--- src/rtl/gpioSlicePkg.sv ---
package gpioSlicePkg;

  typedef enum logic [1:0] {
    KIND_BIDIR   = 2'd0,
    KIND_GROUPED = 2'd1,
    KIND_OUTONLY = 2'd2
  } portKind_e;

  typedef enum logic [1:0] {
    SEL_DATA = 2'd0,
    SEL_DIR  = 2'd1,
    SEL_PULL = 2'd2,
    SEL_NONE = 2'd3
  } rdSel_e;

  typedef struct packed {
    logic   wrData;
    logic   wrDir;
    logic   wrPull;
    rdSel_e rdSel;
  } sliceStrobe_t;

endpackage

--- src/rtl/gpioSliceCtrl.sv ---
module gpioSliceCtrl
  import gpioSlicePkg::*;
#(
  parameter int ADDR_W = 2
) (
  input  logic [ADDR_W-1:0] busAddr,
  input  logic              busWrEn,
  output sliceStrobe_t      strobe
);
  localparam logic [ADDR_W-1:0] OFF_DATA = ADDR_W'(0);
  localparam logic [ADDR_W-1:0] OFF_DIR  = ADDR_W'(1);
  localparam logic [ADDR_W-1:0] OFF_PULL = ADDR_W'(2);

  always_comb begin
    strobe = '{wrData: 1'b0, wrDir: 1'b0, wrPull: 1'b0, rdSel: SEL_NONE};
    unique case (busAddr)
      OFF_DATA: begin strobe.rdSel = SEL_DATA; strobe.wrData = busWrEn; end
      OFF_DIR:  begin strobe.rdSel = SEL_DIR;  strobe.wrDir  = busWrEn; end
      OFF_PULL: begin strobe.rdSel = SEL_PULL; strobe.wrPull = busWrEn; end
      default:  strobe.rdSel = SEL_NONE;
    endcase
  end

  // at most one register is written per cycle
  always_comb begin
    assert_one_target_R10 : assert ($countones({strobe.wrData, strobe.wrDir, strobe.wrPull}) <= 1);
  end
endmodule

--- src/rtl/gpioSliceDatapath.sv ---
module gpioSliceDatapath
  import gpioSlicePkg::*;
#(
  parameter int        WIDTH = 8,
  parameter portKind_e KIND  = KIND_BIDIR
) (
  input  logic             clk,
  input  logic             rstN,
  input  sliceStrobe_t     strobe,
  input  logic [WIDTH-1:0] busWrData,
  output logic [WIDTH-1:0] busRdData,
  input  logic [WIDTH-1:0] pinIn,
  input  logic [WIDTH-1:0] segMode,
  output logic [WIDTH-1:0] pinOe,
  output logic [WIDTH-1:0] pinOut,
  output logic [WIDTH-1:0] pullEn
);
  localparam bit PER_PIN_DIR = (KIND == KIND_BIDIR);
  localparam bit OUT_ONLY    = (KIND == KIND_OUTONLY);

  logic [WIDTH-1:0] dataLatch;
  logic [WIDTH-1:0] dirReg;
  logic [WIDTH-1:0] pullReg;
  logic [WIDTH-1:0] dirNext;
  logic [WIDTH-1:0] dirEff;
  logic [WIDTH-1:0] portView;

  // Direction storage: full mask or only the group/control bit
  generate
    if (PER_PIN_DIR) begin : gPerPin
      assign dirNext = busWrData;
      assign dirEff  = dirReg;
    end else begin : gGroup
      assign dirNext = {{(WIDTH-1){1'b0}}, busWrData[0]};
      assign dirEff  = {WIDTH{dirReg[0]}};
    end
  endgenerate

  always_ff @(posedge clk or negedge rstN) begin
    if (!rstN) begin
      dataLatch <= '0;
      dirReg    <= '0;
      pullReg   <= '0;
    end else begin
      if (strobe.wrData) dataLatch <= busWrData;
      if (strobe.wrDir)  dirReg    <= dirNext;
      if (strobe.wrPull) pullReg   <= busWrData;
    end
  end

  assign pinOe  = dirEff;
  assign pinOut = dataLatch;

  // Per-pin pull-up gating and read view
  generate
    for (genvar i = 0; i < WIDTH; i++) begin : gPin
      if (OUT_ONLY) begin : gOut
        assign pullEn[i]   = ~dirReg[0];
        assign portView[i] = dataLatch[i];
      end else begin : gBi
        assign pullEn[i]   = pullReg[i] & ~dirEff[i] & ~segMode[i];
        assign portView[i] = dirEff[i] ? dataLatch[i] : pinIn[i];
      end
    end
  endgenerate

  always_comb begin
    unique case (strobe.rdSel)
      SEL_DATA: busRdData = portView;
      SEL_DIR:  busRdData = dirReg;
      SEL_PULL: busRdData = pullReg;
      default:  busRdData = '0;
    endcase
  end

  // a driven pin never carries a pull-up
  assert_pull_only_inputs_R6 : assert property (@(posedge clk) disable iff (!rstN)
    (pullEn & pinOe) == '0);

  // a data write lands in the latch and does not touch the drivers
  assert_latch_write_R5 : assert property (@(posedge clk) disable iff (!rstN)
    strobe.wrData |=> (pinOut == $past(busWrData)) && $stable(pinOe));

  generate
    if (!OUT_ONLY) begin : gBiChk
      // segment pins never pulled up
      assert_seg_no_pull_R7 : assert property (@(posedge clk) disable iff (!rstN)
        (pullEn & segMode) == '0);
      // output pins read back the latch
      assert_read_latch_R3 : assert property (@(posedge clk) disable iff (!rstN)
        (strobe.rdSel == SEL_DATA) |-> (((busRdData ^ pinOut) & pinOe) == '0));
      // input pins read back the pin level
      assert_read_pin_R4 : assert property (@(posedge clk) disable iff (!rstN)
        (strobe.rdSel == SEL_DATA) |-> (((busRdData ^ pinIn) & ~pinOe) == '0));
    end
    if (!PER_PIN_DIR) begin : gGrpChk
      // grouped drivers move together
      assert_group_uniform_R8 : assert property (@(posedge clk) disable iff (!rstN)
        (pinOe == '0) || (pinOe == '1));
    end
    if (OUT_ONLY) begin : gOutChk
      // idle output-only slice floats with pull-ups
      assert_outonly_idle_R9 : assert property (@(posedge clk) disable iff (!rstN)
        (pinOe == '0) |-> (pullEn == '1));
    end
  endgenerate
endmodule

--- src/rtl/gpioPortSlice.sv ---
module gpioPortSlice
  import gpioSlicePkg::*;
#(
  parameter int        WIDTH  = 8,
  parameter int        ADDR_W = 2,
  parameter portKind_e KIND   = KIND_BIDIR
) (
  input  logic              clk,
  input  logic              rstN,
  input  logic [ADDR_W-1:0] busAddr,
  input  logic              busWrEn,
  input  logic [WIDTH-1:0]  busWrData,
  output logic [WIDTH-1:0]  busRdData,
  input  logic [WIDTH-1:0]  pinIn,
  input  logic [WIDTH-1:0]  segMode,
  output logic [WIDTH-1:0]  pinOe,
  output logic [WIDTH-1:0]  pinOut,
  output logic [WIDTH-1:0]  pullEn
);
  sliceStrobe_t strobe;

  gpioSliceCtrl #(.ADDR_W(ADDR_W)) uCtrl (
    .busAddr (busAddr),
    .busWrEn (busWrEn),
    .strobe  (strobe)
  );

  gpioSliceDatapath #(.WIDTH(WIDTH), .KIND(KIND)) uPath (
    .clk       (clk),
    .rstN      (rstN),
    .strobe    (strobe),
    .busWrData (busWrData),
    .busRdData (busRdData),
    .pinIn     (pinIn),
    .segMode   (segMode),
    .pinOe     (pinOe),
    .pinOut    (pinOut),
    .pullEn    (pullEn)
  );
endmodule

--- config.mk ---
export PLATFORM = sky130hd
export DESIGN_NAME = gpioPortSlice
export DESIGN_NICKNAME = d
export VERILOG_FILES = /design/src/rtl/gpioSlicePkg.sv /design/src/rtl/gpioSliceCtrl.sv /design/src/rtl/gpioSliceDatapath.sv /design/src/rtl/gpioPortSlice.sv
export SDC_FILE = /design/constraint.sdc
export NUM_CORES = 1
export LEC_CHECK = 0
export CORE_MARGIN = 3
export CORE_UTILIZATION = 35
export DETAILED_ROUTE_END_ITERATION = 8
export GPL_TIMING_DRIVEN = 1
export PLACE_DENSITY = 0.75
export SKIP_CTS_REPAIR_TIMING = 1
export SLEW_MARGIN = 40
export SYNTH_ARGS = -nofsm -noshare
export SYNTH_HDL_FRONTEND = slang
export SYNTH_SLANG_ARGS = --single-unit
--- constraint.sdc ---
create_clock -name clk -period 0.8 [get_ports clk]
set_input_delay 0.08 -clock clk [delete_from_list [all_inputs] [get_ports clk]]
set_output_delay 0.08 -clock clk [all_outputs]
set_load 0.05 [all_outputs]
# Word-level counts from Yosys, hierarchy flattened
# Cells that the tools add are included.
[op_classes]
n_eq_ne = 4
n_mux = 13
bitwise_logic = 32
reduce_logical = 2
[op_table]
columns = ["op", "count"]
rows = [
  ["8-bit one-hot mux with 3 select lines", 1],
  ["1-bit bitwise AND", 16],
  ["1-bit NOT", 16],
  ["1-bit 2-to-1 mux", 11],
  ["2-bit one-hot mux with 3 select lines", 1],
  ["2-bit by 1-bit == test with 1-bit output, second input constant", 2],
  ["2-bit == test, second input constant", 2],
  ["2-bit logical NOT", 2],
]
[totals]
regBits = 24
inputBits = 29
out_inout_bits = 32
elab_cells = 54

# Logic depth before layout (Yosys ltp)
# Gate-level depths: netlist of the first run.
[logic_depth]
word_depth = 4
mapped_depth = 4
ltp_nobuf = 3

# Hierarchy
# Synthesis of the first run repeated with hierarchy kept, for this count alone.
[unflattened]
hier_cells = 101
area_unflattened_um2 = 1201.2
[by_module_without_submodules]
columns = ["mod", "n_inst", "cells_each", "area_each_um2", "seq_area_each_um2"]
rows = [
  ["gpioSliceDatapath", 1, 96, 1168.6, 600.6],
  ["gpioSliceCtrl", 1, 5, 32.5, 0.0],
]

# Worst setup path before layout of the first run
# Ideal clock, no wire load.
[synth_path]
path_kind = "flip-flop to output port"
from = "register uPath.dirReg[0], in the netlist uPath.pinOe[0]"
to = "output pullEn[0]"
t_arrival_ns = 1.812
required_time_ns = 0.720
path_slack_ns = -1.092
stages_incl_launch_ff = 2
n_path_buf = 0
cell_sequence = "dfrtp_1 nor3b_1"
[synth_via]
elab_chain_cells = 3
[synth_rtl]
columns = ["element", "line_no", "text"]
rows = [
  ["from (decl)", "gpioSliceDatapath.sv:22", "logic [WIDTH-1:0] dirReg;"],
  ["from (signal assigned)", "gpioSliceDatapath.sv:46", "if (strobe.wrDir) dirReg <= dirNext;"],
  ["1-bit NOT", "gpioSliceDatapath.sv:61", "assign pullEn[i] = pullReg[i] & ~dirEff[i] & ~segMode[i];"],
  ["1-bit bitwise AND (2 in a row)", "gpioSliceDatapath.sv:61", ""],
  ["to (decl)", "gpioPortSlice.sv:18", "output logic [WIDTH-1:0] pullEn"],
]
# No other way between the ends.

# Worst setup path after layout of the first run
[layout_path]
from = "register uPath.dirReg[4], in the netlist uPath.pinOe[4]"
to = "output busRdData[4]"
[layout_via]
elab_chain_cells = 2
[layout_rtl]
columns = ["element", "line_no", "text"]
rows = [
  ["1-bit 2-to-1 mux", "gpioSliceDatapath.sv:62", "assign portView[i] = dirEff[i] ? dataLatch[i] : pinIn[i];"],
  ["8-bit one-hot mux with 3 select lines (*)", "gpioSliceDatapath.sv:68", "unique case (strobe.rdSel)"],
  ["to (decl)", "gpioPortSlice.sv:13", "output logic [WIDTH-1:0] busRdData,"],
]
# Mark *: on every way between the ends. The rest lies on a longest branch, timed or not.

==> results of run 1 <==
sequential cells by signal, indices dropped and copies added (netlist names):
signal and count:
uPath.pinOe 8, uPath.pinOut 8, uPath.pullReg 8
metal layers:
| metal | share of wire [%] | wire length, um |
|---|---|---|
| met2 | 57 | 2700 |
| met5 | 0 | 0 |
| met3 | 4.7 | 222 |
| met1 | 36 | 1710 |
| met4 | 1.7 | 81 |
worst min path at each step:
stage          slack (ns)  start  cells after the start          endpoint
6_report              0.1   rstN                      2   uPath.pinOut[7]
5_1_grt               0.1   rstN                      2    uPath.pinOe[6]
4_1_cts              0.10   rstN                      2    uPath.pinOe[0]
3_5_place_dp         0.46   rstN                      2    uPath.pinOe[2]
3_3_place_gp         0.45   rstN                      2  uPath.pullReg[2]
2_1_floorplan       -0.22   rstN                      0    uPath.pinOe[0]
cell usage in the layout, fill, tap and decap left out, drive strengths merged:
cell           count
buf               62
clkdlybuf4s50     25
dfrtp             24
mux2              24
nor3b              9
inv                9
o211ai             8
nand2              8
a32oi              8
clkbuf             5
nor2               1
and2b              1
nand3b             1
nand3              1
dlymetal6s2s       1
power groups by stage:
stage	Combinational, uW	Clock (uW)	Sequential, uW
after floorplan	945	0	2260
after global placement	3320	0	1730
after CTS	3390	582	1720
after global routing	3790	651	1830
after detailed placement	3380	0	1750
final	3660	596	1790
cell type report:
class / count / area [um2]
clock buffer: 4 / 26.3
tap: 44 / 55.1
timing repair buffer: 89 / 1230
inverter: 9 / 33.8
sequential: 24 / 621
fill: 148 / 422
multi-input combinational: 61 / 761
metrics by stage:
stage	power, uW	TNS [ns]	instances
after detailed placement	5130	-26.75	226
after floorplan	3200	-6.88	96
after CTS	5690	-25.99	230
after global routing	6260	-17.49	231
final	6050	-15.78	231
after global placement	5050	-25.37	226
logic make-up (layout without fill, tap and decap cells):
group	Yosys count	in the layout	share of synthesized area [%]
AO/OA/AOI/OAI	16	16	11.0
buffers and inverters	11	102	3.79
AND/OR/NAND/NOR	21	21	11.9
multiplexers	24	24	22.8
flip-flops	24	24	50.6
worst reg2reg max path: stages, from the launching register on:
cell and delay, ns:
dfrtp_2 0.48, buf_6 0.14, mux2_4 0.26
==> results.tsv, run 1 <==
metric	value	unit
status	complete, but fails checks	
failing checks	setup timing	
RR Endpoint	uPath.pinOe[0]	
# nets final	217	
number of synthesized register bits	24	
Clock Skew	0	ns
TritonCTS clock tree	yes	
WP buf/inv	2	
met2 Usage GRT	39.6	%
relative slew slack	76.8	%
dpl hpwl	3.14	mm
final setup vio count	53	
n_diodes	0	
Final WS setup	-0.631	ns
CP required	0.72	ns
Seq/Total Area, Yosys	50.6	%
Logic pwr share	60.5	%
Chip Width	64.2	um
clock buffer depth	2	
Least-Margin Pin Slew	0.346	ns
mapped cell area	0.00119	mm2
CP endpoint	busRdData[4]	
pwr/cell area	2220	mW/mm2
initial DRC count	34	
Area growth, synth to finish	130	%
syn_nets	125	
area leader, netlist	dfrtp_1	
Die Height	64.2	um
Reg-to-Reg Start	uPath.pinOe[0]	
I/O pin total	61	
CP top delay family	flip-flops	
Avg Cell Area, Syn	12.4	um2
crit path DAT	1.35	ns
Switching Power	2400	uW
GR Layer Usage met1	22.6	%
post-placement cell area	0.00250	mm2
clk_lat worst skew	0.33	ns
final instance area	0.00273	mm2
Core Box Area	0.00315	mm2
ANT nets after route	0	
DR pass1 iterations	4	
via count	1218	
synthesized instance count	96	
net switching fraction of the power	39.7	%
clk slew on worst S/H paths	0.14	ns
Worst setup startpoint	uPath.pinOe[4]	
worst IR drop on VDD	0.00131	V
final hold vios	0	
largest net degree at the start of global routing	25	
fin util	86.6	%
top-area cell type share of the netlist area	50.6	%
post-synthesis async set-or-reset flop share	100	%
Setup crit start kind	flop	
Initial Util	37.7	%
Max-Cap Viols	0	
first-pass GRT wire length	6.49	mm
synth cell count leaders	24 x dfrtp_1, 24 x mux2_2	
EDFF count, synth	0	
layout cell share with drive strength beyond 1	74.3	%
Total Wirelength	4.72	mm
YS warnings	0	
Leakage	0.00120	uW
Worst path depth	4	
Fmax achieved	699	MHz
critical path type	reg2out	
hold crit path type	in2async	
number of global-route vias before repair	1282	
GR Util All Layers	20.4	%
R2R Setup Slk	-0.17	ns
Synth area leaders	dfrtp_1 51%, mux2_2 23%, a32oi_1 5.9%	
Clock power frac	9.9	%
Avg Vias per Cell	5.27	
H-Tree Depth	1	
critical-path cell list	inv_2 -> a32oi_1 -> nand2_2 -> buf_12	
pre-CTS setup slack	-0.877	ns
ys flop type	dfrtp_1	
Num CTS Buffers	3	
Final Max Tran Viols	0	
IO Port Bufs	60	
share of power burned in registers	29.6	%
unique cell type count in the Yosys netlist	15	
nature of the critical path endpoint	primary output	
worst r2r path cells	2	
GRT busiest layer	met2	
Slowest cell on crit path	dfrtp_2	
RSZ-0062 raised after global routing	true	
grt total ovfl	0	
initial antenna violation count	0	
met3 usage	3.16	%
fin crit period	1.43	ns
clk sink count	24	
clock root buffer	clkbuf_4	
DRC	0	
slowest stage delay, CP	0.47	ns
Internal	3650	uW
critical path fanouts, max	5	
wire per inst	20.4	um
Fin Hold WS	0.0970	ns
die area	0.00413	mm2
crit share post-route	179	%
row count	20	
GP Congestion	0.844	
No activity file was read; power rests on OpenSTA's default activity.
==> run 2, diff against run 1 <==
--- a/config.mk
+++ b/config.mk
@@ -5,6 +5,7 @@
 export SDC_FILE = /design/constraint.sdc
 export NUM_CORES = 1
 export LEC_CHECK = 0
+export CAP_MARGIN = 25
 export CORE_MARGIN = 3
 export CORE_UTILIZATION = 35
 export DETAILED_ROUTE_END_ITERATION = 8
==> constraint.sdc (replaced) <==
create_clock -name clk -period 0.8 [get_ports clk]
set_input_delay 0.16 -clock clk [delete_from_list [all_inputs] [get_ports clk]]
set_output_delay 0.16 -clock clk [all_outputs]
set_load 0.05 [all_outputs]
==> run 2 against run 1 <==
  * The run still ends with setup timing left
  * Routed wire length is 19% higher
  * Highest routed layer unchanged
  * Clock skew unchanged
  * Clock power is 16% higher
  * Core utilization up 4.4 points
  * Critical path depth decreased by 1
  * Sequential power barely moved
  * Critical path type unchanged
  * Via count increased by 4.4%
  * Largest power group unchanged
  * Critical endpoint is now busRdData[5]
  * Setup slack got worse by 0.096 ns
  * Global-route usage increased by 1.6 points
  * Flip-flop and latch count is the same
==> results.tsv, run 2 (synthesized netlist as in run 1, its figures left out) <==
metric	value	unit
DRC	0	
clk_lat worst skew	0.34	ns
Setup crit start kind	flop	
relative slew slack	76.2	%
Worst path depth	3	
Chip Width	64.2	um
die area	0.00413	mm2
worst r2r path cells	3	
clock buffer depth	2	
Fmax achieved	655	MHz
clk sink count	24	
H-Tree Depth	1	
Die Height	64.2	um
Final Max Tran Viols	0	
Avg Vias per Cell	5.30	
worst IR drop on VDD	0.00185	V
Core Box Area	0.00315	mm2
Total Wirelength	5.61	mm
Initial Util	37.7	%
commonest non-fill, non-tap cell in the layout	buf_12	
layout cell share with drive strength beyond 1	75.9	%
R2R Setup Slk	-0.24	ns
Reg-to-Reg Start	uPath.pinOut[4]	
slowest stage delay, CP	0.45	ns
grt total ovfl	0	
hold crit path type	in2async	
via count	1272	
Final WS setup	-0.728	ns
first-pass GRT wire length	6.87	mm
Clock Skew	0	ns
pwr/cell area	2210	mW/mm2
GR Util All Layers	22.0	%
I/O pin total	61	
fin crit period	1.53	ns
crit path DAT	1.37	ns
failing checks	setup timing	
nature of the critical path endpoint	primary output	
clk slew on worst S/H paths	0.14	ns
Least-Margin Pin Slew	0.355	ns
DR pass1 iterations	4	
GP Congestion	0.829	
critical path type	reg2out	
row count	20	
crit share post-route	191	%
most frequent cells in the layout	33 x buf_12, 25 x clkdlybuf4s50_1, 24 x mux2_4, 23 x buf_6, 16 x dfrtp_2	
# nets final	225	
Inst Count DP	227	
CP required	0.64	ns
final hold vios	0	
WP buf/inv	1	
dpl hpwl	3.25	mm
critical path fanouts, max	2	
critical-path cell list	o211ai_1 -> nand2_2 -> buf_12	
status	complete, but fails checks	
Fin Hold WS	0.187	ns
clock root buffer	clkbuf_4	
TritonCTS clock tree	yes	
RSZ-0062 raised after global routing	true	
largest net degree at the start of global routing	25	
wire per inst	23.4	um
Worst setup startpoint	uPath.pinOut[5]	
Area growth, synth to finish	142	%
number of global-route vias before repair	1371	
Slowest cell on crit path	dfrtp_2	
initial antenna violation count	1	
CP top delay family	flip-flops	
ANT nets after route	0	
CP endpoint	busRdData[5]	
RR Endpoint	uPath.pinOut[4]	
final setup vio count	55	
initial DRC count	59	
Num CTS Buffers	3	
Finished Layout Cells	240	
IO Port Bufs	60	
Max-Cap Viols	0	
Leakage	0.00131	uW
-- run 2: per-stage QoR --
stage / utilization [%] / TNS, ns / worst slack (ns) / instance area (um2) / power (uW)
after floorplan: - / -9.39 / -0.401 / 1360 / 3250
after global routing: 91.1 / -21.03 / -0.780 / 2870 / 6550
final: 91.1 / -19.35 / -0.728 / 2870 / 6340
after detailed placement: 80.9 / -31.83 / -1.06 / 2550 / 5160
after global placement: 80.9 / -30.46 / -0.994 / 2550 / 5080
after CTS: 82.1 / -30.72 / -1.06 / 2590 / 5830
-- run 2: area by class of cell --
class                           count  area (um2)
Clock buffer                        4        36.3
Antenna cell                        1        2.50
Sequential cell                    24         621
Inverter                            9        33.8
Multi-Input combinational cell     61         828
Tap cell                           44        55.1
Fill cell                         110         282
Timing Repair Buffer               97        1290
-- run 2: metal layers --
metal	vias up	part of all wire [%]	GRT usage [%]
met3	16	4.9	2.81
met1	636	38	23.8
met5	-	0	0
met2	57	52	40.6
li1	563	-	-
met4	0	4.2	12.4
-- run 2: power by group --
group,switching [uW],total (uW),internal [uW]
clock network,411,691,280
logic,1770,3860,2080
registers,321,1790,1470
-- run 2: worst min path at each step --
stage | slack (ns) | endpoint | cells past startpoint | startpoint
2_1_floorplan | -0.14 | uPath.pinOe[0] | 0 | rstN
3_3_place_gp | 0.52 | uPath.pullReg[3] | 1 | uPath.pullReg[3]
3_5_place_dp | 0.52 | uPath.pullReg[7] | 1 | uPath.pullReg[7]
4_1_cts | 0.17 | uPath.pullReg[3] | 2 | rstN
5_1_grt | 0.17 | uPath.pinOut[4] | 2 | rstN
6_report | 0.19 | uPath.pinOut[4] | 2 | rstN
==> run 3, diff against run 2 <==
--- a/config.mk
+++ b/config.mk
@@ -7,10 +7,11 @@
 export LEC_CHECK = 0
 export CAP_MARGIN = 25
 export CORE_MARGIN = 3
-export CORE_UTILIZATION = 35
+export CORE_UTILIZATION = 37
+export CTS_BUF_LIST = sky130_fd_sc_hd__clkbuf_4 sky130_fd_sc_hd__clkbuf_8
 export DETAILED_ROUTE_END_ITERATION = 8
 export GPL_TIMING_DRIVEN = 1
-export PLACE_DENSITY = 0.75
+export PLACE_DENSITY = 0.78
 export SKIP_CTS_REPAIR_TIMING = 1
 export SLEW_MARGIN = 40
 export SYNTH_ARGS = -nofsm -noshare
==> run 3 against run 2 <==
  * The run now fails in global routing (5_1_grt)
  * Synthesized cell count unchanged
  * Area after synthesis unchanged
==> results.tsv, run 3 <==
metric	value	unit
initial antenna violation count	0	
post-synthesis async set-or-reset flop share	100	%
I/O pin total	61	
unique cell type count in the Yosys netlist	15	
mapped cell area	0.00119	mm2
Die Height	62.7	um
ys flop type	dfrtp_1	
YS warnings	0	
tool error	[ERROR DPL-0033] detailed placement checks failed during check placement.	
dpl hpwl	3.30	mm
GP Congestion	0.875	
area leader, netlist	dfrtp_1	
Initial Util	40.9	%
Halt Stage	global routing (5_1_grt)	
largest net degree at the start of global routing	25	
clock buffer depth	2	
status	did not finish	
Synth area leaders	dfrtp_1 51%, mux2_2 23%, a32oi_1 5.9%	
Chip Width	62.7	um
Avg Cell Area, Syn	12.4	um2
Num CTS Buffers	3	
Compound-Gate Fraction of Synth Area	11.0	%
worst endpoint type	output port	
clk sink count	24	
H-Tree Depth	1	
worst_ep grt	pullEn[6]	
Adder-Cell Fraction of Synth Area	0	%
EDFF count, synth	0	
top-area cell type share of the netlist area	50.6	%
pre-CTS setup slack	-1.09	ns
Synth Area in Simple Gates	11.9	%
syn_nets	125	
IO Port Bufs	60	
clock root buffer	clkbuf_4	
number of synthesized register bits	24	
post-synthesis mux area share	22.8	%
XOR/XNOR Fraction of Synth Area	0	%
Seq/Total Area, Yosys	50.6	%
main combinational cell family by area after synthesis	multiplexers	
synthesized instance count	96	
row count	19	
synth cell count leaders	24 x dfrtp_1, 24 x mux2_2	
run 3: cell counts after synthesis:
No cell type changed its count.
run 3: per-stage QoR:
| stage | TNS, ns | instance area, um2 | util, % | hold slack [ns] | cells |
|---|---|---|---|---|---|
| floorplan | -9.39 | 1360 | - | -0.136 | 96 |
| global placement | -30.42 | 2530 | 87.3 | 0.515 | 221 |
| detailed placement | -32.48 | 2530 | 87.3 | 0.526 | 221 |
| CTS | -31.42 | 2580 | 89.1 | 0.157 | 225 |
run 3: kinds of logic after synthesis:
family                 after synthesis
AOI/OAI and AO/OA                   16
buffers and inverters               11
DFF                                 24
muxes                               24
and+or+nand+nor                     21
==> run 4, diff against run 3 <==
--- a/config.mk
+++ b/config.mk
@@ -7,11 +7,10 @@
 export LEC_CHECK = 0
 export CAP_MARGIN = 25
 export CORE_MARGIN = 3
-export CORE_UTILIZATION = 37
-export CTS_BUF_LIST = sky130_fd_sc_hd__clkbuf_4 sky130_fd_sc_hd__clkbuf_8
+export CORE_UTILIZATION = 25
 export DETAILED_ROUTE_END_ITERATION = 8
 export GPL_TIMING_DRIVEN = 1
-export PLACE_DENSITY = 0.78
+export PLACE_DENSITY_LB_ADDON = 0.15
 export SKIP_CTS_REPAIR_TIMING = 1
 export SLEW_MARGIN = 40
 export SYNTH_ARGS = -nofsm -noshare
==> constraint.sdc (replaced) <==
create_clock -name clk -period 1.05 [get_ports clk]
set_input_delay 0.21 -clock clk [delete_from_list [all_inputs] [get_ports clk]]
set_output_delay 0.21 -clock clk [all_outputs]
set_load 0.05 [all_outputs]
==> run 4 against run 3 <==
  * The flow now finishes, with violations (setup timing)
==> results.tsv, run 4 (synthesized netlist as in run 1, its figures left out) <==
metric	value	unit
Logic pwr share	55.9	%
share of power burned in registers	27.6	%
critical path fanouts, max	5	
pwr/cell area	1750	mW/mm2
layout cell share with drive strength beyond 1	77.2	%
# nets final	219	
GR Util All Layers	14.3	%
Slowest cell on crit path	dfrtp_2	
ANT nets after route	0	
most frequent cells in the layout	35 x buf_12, 25 x clkdlybuf4s50_1, 22 x mux2_2, 21 x buf_6, 16 x dfrtp_2	
fin crit period	1.42	ns
clk slew on worst S/H paths	0.09	ns
GRT busiest layer	met2	
DR pass1 iterations	3	
pre-CTS setup slack	-0.764	ns
slowest stage delay, CP	0.44	ns
Core Box Area	0.00447	mm2
met3 usage	2.54	%
final setup vio count	41	
status	complete, but fails checks	
CP required	0.84	ns
hold crit path type	in2async	
Final WS setup	-0.371	ns
worst IR drop on VDD	0.000896	V
wire per inst	17.0	um
largest net degree at the start of global routing	25	
Clock power frac	16.5	%
final hold vios	0	
Avg Vias per Cell	4.80	
TritonCTS clock tree	yes	
clk sink count	24	
net switching fraction of the power	36.4	%
Tot Pwr	4870	uW
Leakage	0.00119	uW
Clock Skew	0	ns
initial DRC count	19	
die area	0.00561	mm2
met2 Usage GRT	23.6	%
WP buf/inv	2	
Max-Cap Viols	0	
IO Port Bufs	60	
Switching Power	1770	uW
fill cell total of the finished layout	346	
critical path type	reg2out	
RR Endpoint	uPath.pinOut[2]	
crit share post-route	135	%
via count	1158	
number of global-route vias before repair	1214	
commonest non-fill, non-tap cell in the layout	buf_12	
Initial Util	26.5	%
RSZ-0062 raised after global routing	true	
Internal	3100	uW
I/O pin total	61	
clk_lat worst skew	0.26	ns
GP Congestion	0.758	
Reg-to-Reg Start	uPath.pinOut[2]	
clock root buffer	clkbuf_8	
critical-path cell list	inv_2 -> a32oi_2 -> nand2_2 -> buf_12	
n_diodes	0	
DRC	0	
clock buffer depth	2	
Die Height	74.9	um
row count	24	
Num CTS Buffers	3	
initial antenna violation count	0	
crit path DAT	1.21	ns
dpl hpwl	2.98	mm
Setup crit start kind	flop	
CP top delay family	flip-flops	
GR Layer Usage met1	19.4	%
Chip Width	74.9	um
Total Wirelength	4.10	mm
Fmax achieved	704	MHz
grt total ovfl	0	
H-Tree Depth	1	
Least-Margin Pin Slew	0.256	ns
worst r2r path cells	3	
first-pass GRT wire length	5.98	mm
R2R Setup Slk	0.02	ns
nature of the critical path endpoint	primary output	
failing checks	setup timing	
Area growth, synth to finish	135	%
Final Max Tran Viols	0	
relative slew slack	82.9	%
==> run 4: worst max path at each step <==
stage / from / to / depth (start not counted)
2_1_floorplan: uPath.pinOe[0] / pullEn[0] / 1
3_3_place_gp: busAddr[0] / busRdData[2] / 6
3_5_place_dp: busAddr[0] / busRdData[3] / 6
4_1_cts: busAddr[0] / busRdData[3] / 6
5_1_grt: uPath.pinOe[5] / busRdData[5] / 4
6_report: uPath.pinOe[5] / busRdData[5] / 4
==> run 4: power by group through the flow <==
stage                     Clock [uW]  Combinational [uW]  Sequential (uW)
final                            805                2720             1340
after detailed placement           0                2560             1320
after global routing             854                2830             1380
after floorplan                    0                 721             1720
after CTS                        826                2570             1310
after global placement             0                2520             1310
==> run 4: area by class of cell <==
class	count	area [um2]	area share, %
timing repair buffer	91	1260	45.2
multi-input combinational	61	738	26.4
sequential	24	621	22.2
tap	52	65.1	2.33
clock buffer	3	41.3	1.48
inverter	9	33.8	1.21
clock inverter	1	30.0	1.08
==> run 4: layer usage <==
metal,vias up,part of all wire [%]
li1,547,-
met1,566,45
met2,43,49
met3,2,5.5
met4,0,0.42
met5,-,0
==> run 4: per-stage QoR <==
stage / util, % / TNS [ns] / hold slack (ns) / instances / cell area [um2]
after global placement: 56.0 / -23.24 / 0.522 / 231 / 2510
after detailed placement: 56.0 / -23.69 / 0.540 / 231 / 2510
after floorplan: - / -2.99 / -0.0856 / 96 / 1320
after CTS: 57.6 / -19.79 / 0.305 / 235 / 2580
final: 62.4 / -7.94 / 0.300 / 241 / 2790
after global routing: 62.4 / -9.51 / 0.323 / 241 / 2790
